## src/rtl/sopwm_pkg.sv

```systemverilog
`timescale 1ns/1ps
package sopwm_pkg;
   typedef enum logic [1:0] {
      LVL_ZERO = 2'b00,
      LVL_POS  = 2'b01,
      LVL_NEG  = 2'b10
   } lvl_e;
endpackage

```

## src/rtl/sopwm_angle_table.sv

```systemverilog
`timescale 1ns/1ps
module sopwm_angle_table #(
   parameter int PHW  = 16,
   parameter int MAXN = 8,
   parameter int NTAB = 4,
   localparam int QW   = PHW - 2,
   localparam int IDXW = $clog2(NTAB),
   localparam int SLW  = $clog2(MAXN)
) (
   input  logic                      clk_i,
   input  logic                      rst_i,
   input  logic                      wr_en_i,
   input  logic [IDXW-1:0]           wr_tab_i,
   input  logic [SLW-1:0]            wr_slot_i,
   input  logic [QW-1:0]             wr_angle_i,
   input  logic                      wr_rise_i,
   input  logic                      wr_used_i,
   input  logic [IDXW-1:0]           rd_tab_i,
   output logic [MAXN-1:0][QW-1:0]   ang_o,
   output logic [MAXN-1:0]           rise_o,
   output logic [MAXN-1:0]           used_o
);
   logic [NTAB-1:0][MAXN-1:0][QW-1:0] ang_q;
   logic [NTAB-1:0][MAXN-1:0]         rise_q;
   logic [NTAB-1:0][MAXN-1:0]         used_q;

   always_ff @(posedge clk_i) begin
      if (rst_i) begin
         ang_q  <= '0;
         rise_q <= '0;
         used_q <= '0;
      end else if (wr_en_i) begin
         ang_q[wr_tab_i][wr_slot_i]  <= wr_angle_i;
         rise_q[wr_tab_i][wr_slot_i] <= wr_rise_i;
         used_q[wr_tab_i][wr_slot_i] <= wr_used_i;
      end
   end

   assign ang_o  = ang_q[rd_tab_i];
   assign rise_o = rise_q[rd_tab_i];
   assign used_o = used_q[rd_tab_i];
endmodule

```

## src/rtl/sopwm_phase_acc.sv

```systemverilog
`timescale 1ns/1ps
module sopwm_phase_acc #(
   parameter int PHW  = 16,
   parameter int IDXW = 2
) (
   input  logic            clk_i,
   input  logic            rst_i,
   input  logic [PHW-1:0]  ftw_i,
   input  logic [IDXW-1:0] sel_i,
   input  logic            three_lvl_i,
   output logic [PHW-1:0]  phase_o,
   output logic [IDXW-1:0] act_sel_o,
   output logic            act_three_o
);
   logic [PHW-1:0]  phase_q;
   logic [IDXW-1:0] sel_q;
   logic            three_q;
   logic [PHW:0]    next_w;

   assign next_w = {1'b0, phase_q} + {1'b0, ftw_i};

   always_ff @(posedge clk_i) begin
      if (rst_i) begin
         phase_q <= '0;
         sel_q   <= '0;
         three_q <= 1'b0;
      end else begin
         phase_q <= next_w[PHW-1:0];
         if (next_w[PHW]) begin
            sel_q   <= sel_i;
            three_q <= three_lvl_i;
         end
      end
   end

   assign phase_o     = phase_q;
   assign act_sel_o   = sel_q;
   assign act_three_o = three_q;


   acc_step_chk: assert property (@(posedge clk_i) disable iff (rst_i)
      !$past(rst_i) |-> (phase_q == PHW'($past(phase_q) + $past(ftw_i))));


   sel_swap_chk: assert property (@(posedge clk_i) disable iff (rst_i)
      (!$stable(sel_q) || !$stable(three_q)) |-> (phase_q < $past(phase_q)));
endmodule

```

## src/rtl/sopwm_leg_eval.sv

```systemverilog
`timescale 1ns/1ps
module sopwm_leg_eval #(
   parameter int PHW    = 16,
   parameter int MAXN   = 8,
   parameter int THIRDS = 0,
   localparam int QW    = PHW - 2,
   localparam int CW    = $clog2(MAXN + 1),
   localparam int unsigned FULL  = 1 << PHW,
   localparam int unsigned THIRD = (FULL + 1) / 3,
   localparam int unsigned SHU   = (THIRDS % 3 == 0) ? 0 :
                                   (THIRDS % 3 == 1) ? THIRD : FULL - THIRD,
   localparam logic [PHW-1:0] SH = SHU[PHW-1:0]
) (
   input  logic [PHW-1:0]            phase_i,
   input  logic [MAXN-1:0][QW-1:0]   ang_i,
   input  logic [MAXN-1:0]           rise_i,
   input  logic [MAXN-1:0]           used_i,
   input  logic                      three_lvl_i,
   output sopwm_pkg::lvl_e           code_o
);
   import sopwm_pkg::*;

   logic [PHW-1:0] ph;
   logic [QW:0]    qa;
   logic           second_half;
   logic [CW-1:0]  n_up, n_dn;
   logic           hi;

   always_comb begin
      ph          = phase_i - SH;
      second_half = ph[PHW-1];
      // fold the second quarter of each half back onto the first
      if (ph[PHW-2])
         qa = {1'b1, {QW{1'b0}}} - {1'b0, ph[QW-1:0]};
      else
         qa = {1'b0, ph[QW-1:0]};
      n_up = '0;
      n_dn = '0;
      for (int i = 0; i < MAXN; i++) begin
         if (used_i[i] && (qa >= {1'b0, ang_i[i]})) begin
            if (rise_i[i]) n_up = n_up + CW'(1);
            else           n_dn = n_dn + CW'(1);
         end
      end
      hi = (n_up > n_dn);
      if (three_lvl_i)
         code_o = hi ? (second_half ? LVL_NEG : LVL_POS) : LVL_ZERO;
      else
         code_o = (hi ^ second_half) ? LVL_POS : LVL_ZERO;
   end
endmodule

```

## src/rtl/sopwm_gen.sv

```systemverilog
`timescale 1ns/1ps
module sopwm_gen #(
   parameter int PHW  = 16,
   parameter int MAXN = 8,
   parameter int NTAB = 4,
   localparam int QW   = PHW - 2,
   localparam int IDXW = $clog2(NTAB),
   localparam int SLW  = $clog2(MAXN),
   localparam int LEGS = 6
) (
   input  logic            clk_i,
   input  logic            rst_i,
   input  logic [PHW-1:0]  ftw_i,
   input  logic [IDXW-1:0] tab_sel_i,
   input  logic            three_lvl_i,
   input  logic            wr_en_i,
   input  logic [IDXW-1:0] wr_tab_i,
   input  logic [SLW-1:0]  wr_slot_i,
   input  logic [QW-1:0]   wr_angle_i,
   input  logic            wr_rise_i,
   input  logic            wr_used_i,
   output logic [5:0]      inv1_legs_o,
   output logic [5:0]      inv2_legs_o
);
   import sopwm_pkg::*;

   if (PHW < 8 || PHW > 24) begin : g_bad_phw
      $error("sopwm_gen: PHW out of range");
   end
   if (MAXN < 2 || (1 << SLW) != MAXN) begin : g_bad_maxn
      $error("sopwm_gen: MAXN must be a power of two >= 2");
   end
   if (NTAB < 2 || (1 << IDXW) != NTAB) begin : g_bad_ntab
      $error("sopwm_gen: NTAB must be a power of two >= 2");
   end

   logic [PHW-1:0]          phase_w;
   logic [IDXW-1:0]         act_sel_w;
   logic                    act_three_w;
   logic [MAXN-1:0][QW-1:0] ang_w;
   logic [MAXN-1:0]         rise_w, used_w;
   lvl_e                    code_w [LEGS];
   logic [LEGS-1:0][1:0]    legs_q;

   sopwm_phase_acc #(.PHW(PHW), .IDXW(IDXW)) u_acc (
      .clk_i(clk_i), .rst_i(rst_i), .ftw_i(ftw_i), .sel_i(tab_sel_i),
      .three_lvl_i(three_lvl_i), .phase_o(phase_w),
      .act_sel_o(act_sel_w), .act_three_o(act_three_w));

   sopwm_angle_table #(.PHW(PHW), .MAXN(MAXN), .NTAB(NTAB)) u_tab (
      .clk_i(clk_i), .rst_i(rst_i), .wr_en_i(wr_en_i), .wr_tab_i(wr_tab_i),
      .wr_slot_i(wr_slot_i), .wr_angle_i(wr_angle_i), .wr_rise_i(wr_rise_i),
      .wr_used_i(wr_used_i), .rd_tab_i(act_sel_w),
      .ang_o(ang_w), .rise_o(rise_w), .used_o(used_w));

   // leg j: inverter j/3, phase j%3; total lag in thirds of a turn
   for (genvar j = 0; j < LEGS; j++) begin : g_leg
      sopwm_leg_eval #(.PHW(PHW), .MAXN(MAXN), .THIRDS((j % 3) + (j / 3))) u_eval (
         .phase_i(phase_w), .ang_i(ang_w), .rise_i(rise_w), .used_i(used_w),
         .three_lvl_i(act_three_w), .code_o(code_w[j]));

      always_ff @(posedge clk_i) begin
         if (rst_i) legs_q[j] <= LVL_ZERO;
         else       legs_q[j] <= code_w[j];
      end
   end

   assign inv1_legs_o = legs_q[2:0];
   assign inv2_legs_o = legs_q[5:3];

   logic neg_any;
   assign neg_any = legs_q[0][1] | legs_q[1][1] | legs_q[2][1] |
                    legs_q[3][1] | legs_q[4][1] | legs_q[5][1];


   rst_zero_chk: assert property (@(posedge clk_i)
      rst_i |=> (legs_q == '0));


   two_lvl_no_neg_chk: assert property (@(posedge clk_i) disable iff (rst_i)
      !$past(act_three_w) |-> !neg_any);


   inv2_lag_chk: assert property (@(posedge clk_i) disable iff (rst_i)
      (legs_q[3] == legs_q[1]) && (legs_q[4] == legs_q[2]) && (legs_q[5] == legs_q[0]));


   hold_chk: assert property (@(posedge clk_i) disable iff (rst_i)
      (!$past(rst_i) && (phase_w == $past(phase_w)) && !$past(wr_en_i)) |=> $stable(legs_q));
endmodule

```

## config.mk

```make
export PLATFORM = sky130hd
export DESIGN_NAME = sopwm_gen
export DESIGN_NICKNAME = d
export VERILOG_FILES = /design/src/rtl/sopwm_pkg.sv /design/src/rtl/sopwm_angle_table.sv /design/src/rtl/sopwm_phase_acc.sv /design/src/rtl/sopwm_leg_eval.sv /design/src/rtl/sopwm_gen.sv
export SDC_FILE = /design/constraint.sdc
export NUM_CORES = 2
export LEC_CHECK = 0
export ABC_CLOCK_PERIOD_IN_PS = 11880
export BUFFER_PORTS_ARGS = -buffer_cell sky130_fd_sc_hd__buf_2
export CAP_MARGIN = 10
export CORE_UTILIZATION = 55
export DETAILED_ROUTE_END_ITERATION = 10
export GPL_ROUTABILITY_DRIVEN = 0
export GPL_TIMING_DRIVEN = 0
export PLACE_DENSITY = 0.78
export SYNTH_ARGS = -nofsm -noshare
export SYNTH_HDL_FRONTEND = slang
export SYNTH_SLANG_ARGS = --single-unit
export TNS_END_PERCENT = 30
```

## constraint.sdc

```tcl
create_clock -name clk_i -period 11.88 [get_ports clk_i]
set_clock_uncertainty 0.2 [all_clocks]
set_input_delay 1.188 -clock clk_i [delete_from_list [all_inputs] [get_ports clk_i]]
set_output_delay 1.188 -clock clk_i [all_outputs]
set_load 0.005 [all_outputs]
```

Word level (Yosys, flattened, before mapping)

Cells that the tools add are included.

Multiply operators: 0
Equal/unequal tests: 0
Reduce and logical (&&, ||, !) cells: 26
Order comparisons: 32
Muxes and demuxes: 124
Divide/modulo/power cells: 0
Shift operators: 0
$add $sub $neg: 48
Bitwise gates (word level): 3

Operators by type and width:

| kind                                                                         | count |
|---|---|
| 448-bit bitwise mux                                                          | 1 |
| 15-bit by 14-bit >= comparator with 1-bit output                             | 24 |
| 4-bit two-way mux                                                            | 88 |
| 112-bit binary-select mux with 2-bit select                                  | 1 |
| 112-bit demux with 2-bit select                                              | 1 |
| 112-bit two-way mux                                                          | 2 |
| 4-bit by 1-bit adder with 4-bit output, second input constant                | 42 |
| 32-bit bitwise mux                                                           | 2 |
| 15-bit two-way mux                                                           | 3 |
| 15-bit by 14-bit subtractor with 15-bit output, first input constant         | 3 |
| 14-bit demux with 3-bit select                                               | 1 |
| 8-bit binary-select mux with 2-bit select                                    | 2 |
| 1-bit logical AND                                                            | 26 |
| 8-bit two-way mux                                                            | 3 |
| 2-bit two-way mux                                                            | 9 |
| 16-bit by 16-bit adder with 17-bit output                                    | 1 |
| 8-bit demux with 2-bit select                                                | 1 |
| 16-bit by 15-bit subtractor with 16-bit output, second input constant        | 1 |
| 16-bit subtractor, second input constant                                     | 1 |
| 14-bit two-way mux                                                           | 1 |
| 4-bit greater-than comparator                                                | 3 |
| 1-bit two-way mux                                                            | 8 |
| 2-bit by 3-bit less-than comparator with 1-bit output, second input constant | 2 |
| 3-bit by 4-bit less-than comparator with 1-bit output, second input constant | 1 |
| other kinds (4)                                                              | 6 |

Output and inout bits: 12
Input bits: 43
Bits in registers: 537
Bits in read-only memories: 0
Memories: 0
Word-level logic and storage cells: 279
Latch bits: 0
RAM bits: 0

Depth between registers and ports, before layout

Word-level depth: 31
Depth in mapped cells: 45

Modules after synthesis

A second synthesis with hierarchy kept.

Cell total of the unflattened synthesis: 5,997
Area total of the unflattened synthesis: 53,570.1 µm²

Modules (own cells, without submodules):

| module                                | area an instance (µm²) | instances | seq. area each (µm²) | cells an instance |
|---|---|---|---|---|
| sopwm_angle_table                     | 22,803.1               | 1         | 10,249.8             | 1,903 |
| sopwm_leg_eval at g_leg[2].u_eval ... | 5,257.5                | 2         | 0.0                  | 713 |
| sopwm_leg_eval at g_leg[3].u_eval     | 4,912.2                | 1         | 0.0                  | 664 |
| sopwm_leg_eval at g_leg[1].u_eval     | 4,847.1                | 1         | 0.0                  | 656 |
| sopwm_leg_eval at g_leg[0].u_eval     | 4,364.2                | 1         | 0.0                  | 586 |
| sopwm_leg_eval at g_leg[5].u_eval     | 4,339.2                | 1         | 0.0                  | 575 |
| sopwm_phase_acc                       | 1,422.6                | 1         | 380.4                | 162 |
| sopwm_gen                             | 366.6                  | 1         | 240.2                | 25 |

Least setup slack after synthesis

No wires, ideal clock.

Path type: flip-flop to flip-flop
From: reg u_acc.phase_q[0] (netlist: u_acc.phase_o[0])
To: reg legs_q, in the netlist inv2_legs_o[0]
Setup slack: 2.546 ns
Path buffers: 2
Clock period less this slack: 9.334 ns
Data arrival time: 9.007 ns
Stages on the path, launching flop included: 43
Library setup time: 0.128 ns
Path through: dfxtp_1 buf_2 inv_1 ha_1 nand2b_1 a211oi_1 nor2_1 nand2_1 xnor2_1 clkbuf_1 a21oi_1 xnor2_1 ha_1 a221oi_1 a21oi_1 o21a_1 nor3_1 a21oi_4 (+7 left out) mux2_2 and3_1 nor2_1 ha_1 nand2_1 o31ai_1 ha_1 mux2_2 ha_1 nor2b_1 o21ai_0 nand2b_1 a21oi_1 a41oi_1 ha_1 nor2_1 a21oi_1 nor2_1

Cells in the longest elaborated chain, start to end: 31
Elaborated cells between the ends (all ways): 69

Ends and longest elaborated chain:

| element                                                          | RTL line                                   | RTL |
|---|---|---|
| start, declared                                                  | sopwm_phase_acc.sv:15                      | `logic [PHW-1:0] phase_q;` |
| start signal, assigned                                           | sopwm_phase_acc.sv:28                      | `phase_q <= next_w[PHW-1:0];` |
| 16-bit by 15-bit subtractor with 16-bit output *                 | sopwm_leg_eval.sv:30                       | `ph = phase_i - SH;` |
| 15-bit by 14-bit subtractor with 15-bit output                   | sopwm_leg_eval.sv:34                       | `qa = {1'b1, {QW{1'b0}}} - {1'b0, ph[QW-1:0]};` |
| 15-bit two-way mux                                               | sopwm_leg_eval.sv:33                       | `if (ph[PHW-2])` |
| 15-bit by 14-bit >= comparator with 1-bit output                 | sopwm_leg_eval.sv:40                       | `if (used_i[i] && (qa >= {1'b0, ang_i[i]})) begin` |
| 1-bit logical AND                                                | sopwm_leg_eval.sv:40                       |  |
| 4-bit two-way mux                                                | sopwm_leg_eval.sv:40                       |  |
| 4-bit by 1-bit adder with 4-bit output, on equally long branches | sopwm_leg_eval.sv:41, sopwm_leg_eval.sv:42 |  |
| 4-bit two-way mux                                                | sopwm_leg_eval.sv:41                       | `if (rise_i[i]) n_up = n_up + CW'(1);` |
| (+15 left out)                                                   | --                                         |  |
| 4-bit two-way mux                                                | sopwm_leg_eval.sv:40                       |  |
| 4-bit by 1-bit adder with 4-bit output, on equally long branches | sopwm_leg_eval.sv:41, sopwm_leg_eval.sv:42 |  |
| 4-bit two-way mux                                                | sopwm_leg_eval.sv:41                       |  |
| 4-bit two-way mux                                                | sopwm_leg_eval.sv:40                       |  |
| 4-bit greater-than comparator                                    | sopwm_leg_eval.sv:45                       | `hi = (n_up > n_dn);` |
| 1-bit bitwise XOR                                                | sopwm_leg_eval.sv:49                       | `code_o = (hi ^ second_half) ? LVL_POS : LVL_ZERO;` |
| 1-bit two-way mux                                                | sopwm_leg_eval.sv:49                       |  |
| 2-bit two-way mux *                                              | sopwm_leg_eval.sv:46                       | `if (three_lvl_i)` |
| end signal, assigned by index                                    | sopwm_gen.sv:64                            | `else legs_q[j] <= code_w[j];` |
| end, declared                                                    | sopwm_gen.sv:43                            | `logic [LEGS-1:0][1:0] legs_q;` |

Mark *: on every way between the ends. The rest lies on a longest branch, timed or not.
A chain may end at the register's enable or synchronous reset.

Final worst setup path

Ends and elaborated chain as after synthesis.

==> qor.json <==
{
  "combPwrFrac": {"value": 0.597},
  "drt_pass1_iterations": {"value": 8},
  "root_buffer": {"value": "sky130_fd_sc_hd__clkbuf_16"},
  "max_cap_violations": {"value": 0},
  "swShare": {"value": 0.449},
  "power_density": {"value": 243, "unit": "nW/um^2"},
  "startpoint_type": {"value": "flip-flop"},
  "most_area_hungry_cell_type_in_the_yosys_netlist": {"value": "sky130_fd_sc_hd__dfxtp_1"},
  "number_of_top_level_pins": {"value": 55},
  "antenna_violating_nets_post_route": {"value": 0},
  "r2r-start": {"value": "u_acc.phase_o[0]"},
  "tightestPinTransition": {"value": 1.42, "unit": "ns"},
  "drc": {"value": 0},
  "detail_route.vias_per_cell": {"value": 6.40},
  "chipWidth": {"value": 254, "unit": "um"},
  "postSynthNetCount": {"value": 4736},
  "synth-async-reset-ratio": {"value": 0},
  "hold_slack": {"value": 0.253, "unit": "ns"},
  "relSlewSlack": {"value": 0.0542},
  "synthFlopType": {"value": "sky130_fd_sc_hd__dfxtp_1"},
  "worst_slack": {"value": 0.798, "unit": "ns"},
  "gr-total-overflow": {"value": 0},
  "area_growth": {"value": 10.3, "unit": "%"},
  "startpoint": {"value": "u_acc.phase_o[0]"},
  "rsz_0062_raised_after_global_routing": {"value": "false"},
  "ys_ff_latch": {"value": 537},
  "cp.depth": {"value": 43},
  "aggregate_global_route_resource_usage": {"value": 0.396},
  "final-setup-viol-count": {"value": 0},
  "maximum_fanout_along_the_worst_path": {"value": 15},
  "drt_wl_total": {"value": 129000, "unit": "um"},
  "clk_pin_slew_worst_paths": {"value": 0.06, "unit": "ns"},
  "crit_arrival": {"value": 11.40, "unit": "ns"},
  "dieArea": {"value": 64500, "unit": "um^2"},
  "combined_area_of_all_synthesized_cells": {"value": 34900, "unit": "um^2"},
  "h_tree_levels": {"value": 2},
  "worstHoldPathType": {"value": "reg2reg"},
  "cell_repeated_most_along_the_worst_path": {"value": "sky130_fd_sc_hd__ha_1"},
  "first_global_vias": {"value": 32000},
  "syn-instance-count": {"value": 4291},
  "outcome": {"value": "complete, no violations"},
  "wl_per_cell": {"value": 24.3, "unit": "um"},
  "finalCritPeriodShare": {"value": 0.933},
  "clock_buffers_created_by_tritoncts": {"value": 55},
  "clock_tree_from_tritoncts": {"value": "built"},
  "crit_path_top_delay_cell": {"value": "sky130_fd_sc_hd__dfxtp_2"},
  "final-hold-violation-count": {"value": 0},
  "crit_end": {"value": "inv2_legs_o[0]"},
  "critical_path.top_delay_family": {"value": "adder cells"},
  "cts_hold_buffers": {"value": 0},
  "yosys.area.top_type_share": {"value": 0.308},
  "post_synth.cell_area_avg": {"value": 8.14, "unit": "um^2"},
  "initial_utilization": {"value": 0.555},
  "nNetsFinal": {"value": 4872},
  "nFillCells": {"value": 5440},
  "path_class": {"value": "reg2reg"},
  "worst_ep_required_time": {"value": 12.20, "unit": "ns"},
  "worst_case_reg_to_reg_path_depth": {"value": 43},
  "synthTopCellsByArea": {"value": "sky130_fd_sc_hd__dfxtp_1 (31%), sky130_fd_sc_hd__ha_1 (14%), sky130_fd_sc_hd__nand2_1 (13%)"},
  "placementRows": {"value": 92},
  "drive_gt1_frac": {"value": 0.0975},
  "detailroute.via_count": {"value": 34000},
  "netlist_top_cells_count": {"value": "sky130_fd_sc_hd__nand2_1 (1,187), sky130_fd_sc_hd__a21oi_1 (622), sky130_fd_sc_hd__dfxtp_1 (537)"},
  "synth.distinct_cells": {"value": 99},
  "yosysSeqAreaShare": {"value": 0.308},
  "intPower": {"value": 5.16, "unit": "mW"},
  "synth.yosys.warnings": {"value": 0},
  "synthMostInstantiatedCell": {"value": "sky130_fd_sc_hd__nand2_1"},
  "place_worst_setup_slack": {"value": 0.223, "unit": "ns"},
  "max-clock-path-buffers": {"value": 3},
  "seq_power_share": {"value": 0.200},
  "fmax": {"value": 90.2, "unit": "MHz"},
  "synth_enable_flop_cells": {"value": 0},
  "grt_max_degree": {"value": 16},
  "placement.io_buffers": {"value": 52},
  "die_h": {"value": 254, "unit": "um"},
  "share_clk_of_total_power": {"value": 0.203},
  "cts.sink_count": {"value": 537},
  "setup-tns-final": {"value": 0, "unit": "ns"},
  "post_cts.repair.setup_buffers": {"value": 0},
  "clock_insertion_delay_worst_skew": {"value": 0.65, "unit": "ns"},
  "grt_pass1_wl": {"value": 191000, "unit": "um"},
  "timing.final.max_slew_violations": {"value": 0},
  "core-area": {"value": 63000, "unit": "um^2"},
  "vdd_drop_max": {"value": 0.159, "unit": "mV"},
  "lkg_pwr": {"value": 13.7, "unit": "nW"},
  "core_util_final": {"value": 0.612},
  "number_of_antenna_violations_at_the_first_check_in_global_routing": {"value": 7},
  "final.min_clock_period": {"value": 11.08, "unit": "ns"},
  "post_detail_place_hpwl": {"value": 94900, "unit": "um"},
  "crit_path_end_kind": {"value": "flip-flop"},
  "highest_cell_delay_on_the_worst_timing_path": {"value": 0.62, "unit": "ns"},
  "critPathBufInv": {"value": 4},
  "timing.reg2reg.setup_slack": {"value": 0.80, "unit": "ns"},
  "reg2reg_to": {"value": "inv2_legs_o[0]"},
  "detail_route.iter0.violations": {"value": 4216},
  "power_switching": {"value": 4.20, "unit": "mW"}
}
## sequential cells by signal, summed over array words and instances (netlist names)
signal and count:
u_tab.rise_q 32, u_tab.used_q 32, u_acc.act_three_o 1, u_acc.act_sel_o 2
inv2_legs_o 6, u_acc.phase_o 16, u_tab.ang_q 448
## timing repair
action,CTS,global route
resized for setup,0,7
endpoints found under the setup margin,0,2
hold endpoints to repair,0,0
## cell type report
| class | count | area (um^2) | share of cell area |
|---|---|---|---|
| multi-input cells | 3350 | 22700 | 0.588 |
| flip-flops and latches | 537 | 10800 | 0.279 |
| clock buffers | 75 | 1590 | 0.0413 |
| well taps | 846 | 1060 | 0.0275 |
| plain buffers | 249 | 1030 | 0.0266 |
| inverters | 155 | 582 | 0.0151 |
| repair buffers | 79 | 489 | 0.0127 |
| clock inverters | 27 | 373 | 0.00967 |
| diodes | 1 | 2.50 | 0.0000649 |
## placed cells by master (no fill, tap or decap), types with 9 or more instances in the layout
master,synthesis,final
sky130_fd_sc_hd__dfxtp_1,537,536
sky130_fd_sc_hd__o21ai_0,88,87
sky130_fd_sc_hd__nor2b_1,48,48
sky130_fd_sc_hd__or3_1,12,12
sky130_fd_sc_hd__and2_1,10,10
sky130_fd_sc_hd__a21oi_1,622,622
sky130_fd_sc_hd__clkinv_2,0,12
sky130_fd_sc_hd__inv_1,153,153
sky130_fd_sc_hd__clkbuf_8,0,10
sky130_fd_sc_hd__nand2b_1,30,30
sky130_fd_sc_hd__o21a_1,43,43
sky130_fd_sc_hd__nor3_1,37,36
sky130_fd_sc_hd__clkbuf_16,0,57
sky130_fd_sc_hd__and3_1,14,14
sky130_fd_sc_hd__xnor2_2,7,16
sky130_fd_sc_hd__nor2_1,158,158
sky130_fd_sc_hd__a21o_1,41,41
sky130_fd_sc_hd__mux2i_1,19,19
sky130_fd_sc_hd__xor2_1,30,28
sky130_fd_sc_hd__mux4_2,128,128
sky130_fd_sc_hd__ha_1,401,401
sky130_fd_sc_hd__a31oi_1,20,20
sky130_fd_sc_hd__mux2_2,24,24
sky130_fd_sc_hd__or2_2,12,12
sky130_fd_sc_hd__buf_2,18,72
sky130_fd_sc_hd__o211ai_1,21,21
sky130_fd_sc_hd__xnor2_1,101,92
sky130_fd_sc_hd__o2111ai_1,9,9
sky130_fd_sc_hd__a211oi_1,21,21
sky130_fd_sc_hd__clkbuf_1,198,205
sky130_fd_sc_hd__and4_1,9,9
sky130_fd_sc_hd__buf_4,9,32
sky130_fd_sc_hd__o31ai_1,18,18
sky130_fd_sc_hd__nand3_1,43,43
sky130_fd_sc_hd__nand2_1,1187,1187
sky130_fd_sc_hd__buf_1,20,17
sky130_fd_sc_hd__nand4_1,31,31
## how the worst min path moves through the flow
stage                           from                to  slack, ns  cells past startpoint
floorplan           u_tab.ang_q[224]  u_tab.ang_q[224]       0.23                      2
global placement     u_tab.ang_q[72]   u_tab.ang_q[72]       0.24                      2
detailed placement  u_tab.ang_q[257]  u_tab.ang_q[257]       0.24                      2
CTS                 u_tab.ang_q[280]  u_tab.ang_q[280]       0.25                      2
global route        u_tab.ang_q[195]  u_tab.ang_q[195]       0.26                      2
finish              u_tab.ang_q[280]  u_tab.ang_q[280]       0.25                      2
## per-stage QoR
step	instances	power, mW	area, um^2
finish	5319	9.36	38600
floorplan	4291	5.61	34900
detailed placement	5211	7.23	36500
CTS	5313	9.10	38400
global placement	5189	6.94	36300
global route	5318	9.97	38600
## kinds of logic (layout without fill, tap and decap cells)
group           Yosys count  count (layout)  synth area share
compound gates          977             977             0.163
xor+xnor                148             148            0.0420
fa+ha+maj               404             404             0.145
buf+inv                 404             585            0.0459
flops                   537             537             0.308
mux                     175             175            0.0972
other cells               0               1                 0
simple gates           1646            1646             0.199
## layer usage
layer	vias up	global-route usage	share of wire
met5	-	0.0108	0.00096
met1	15800	0.484	0.37
met3	612	0.142	0.15
met2	2413	0.587	0.41
li1	15200	-	-
met4	8	0.251	0.074
## tightest hold or removal path: stages, from the launching register on
cell	delay (ns)
sky130_fd_sc_hd__dfxtp_1	0.31
sky130_fd_sc_hd__nand2_1	0.05
sky130_fd_sc_hd__a21oi_1	0.05
## power groups by stage
stage | clock network (mW) | logic (mW) | registers [mW]
after floorplan | 0 | 3.71 | 1.90
after global placement | 0 | 5.03 | 1.91
after detailed placement | 0 | 5.31 | 1.91
after CTS | 1.88 | 5.36 | 1.87
after global routing | 1.96 | 6.13 | 1.88
final | 1.90 | 5.59 | 1.87
No activity file was read; power rests on OpenSTA's default activity.
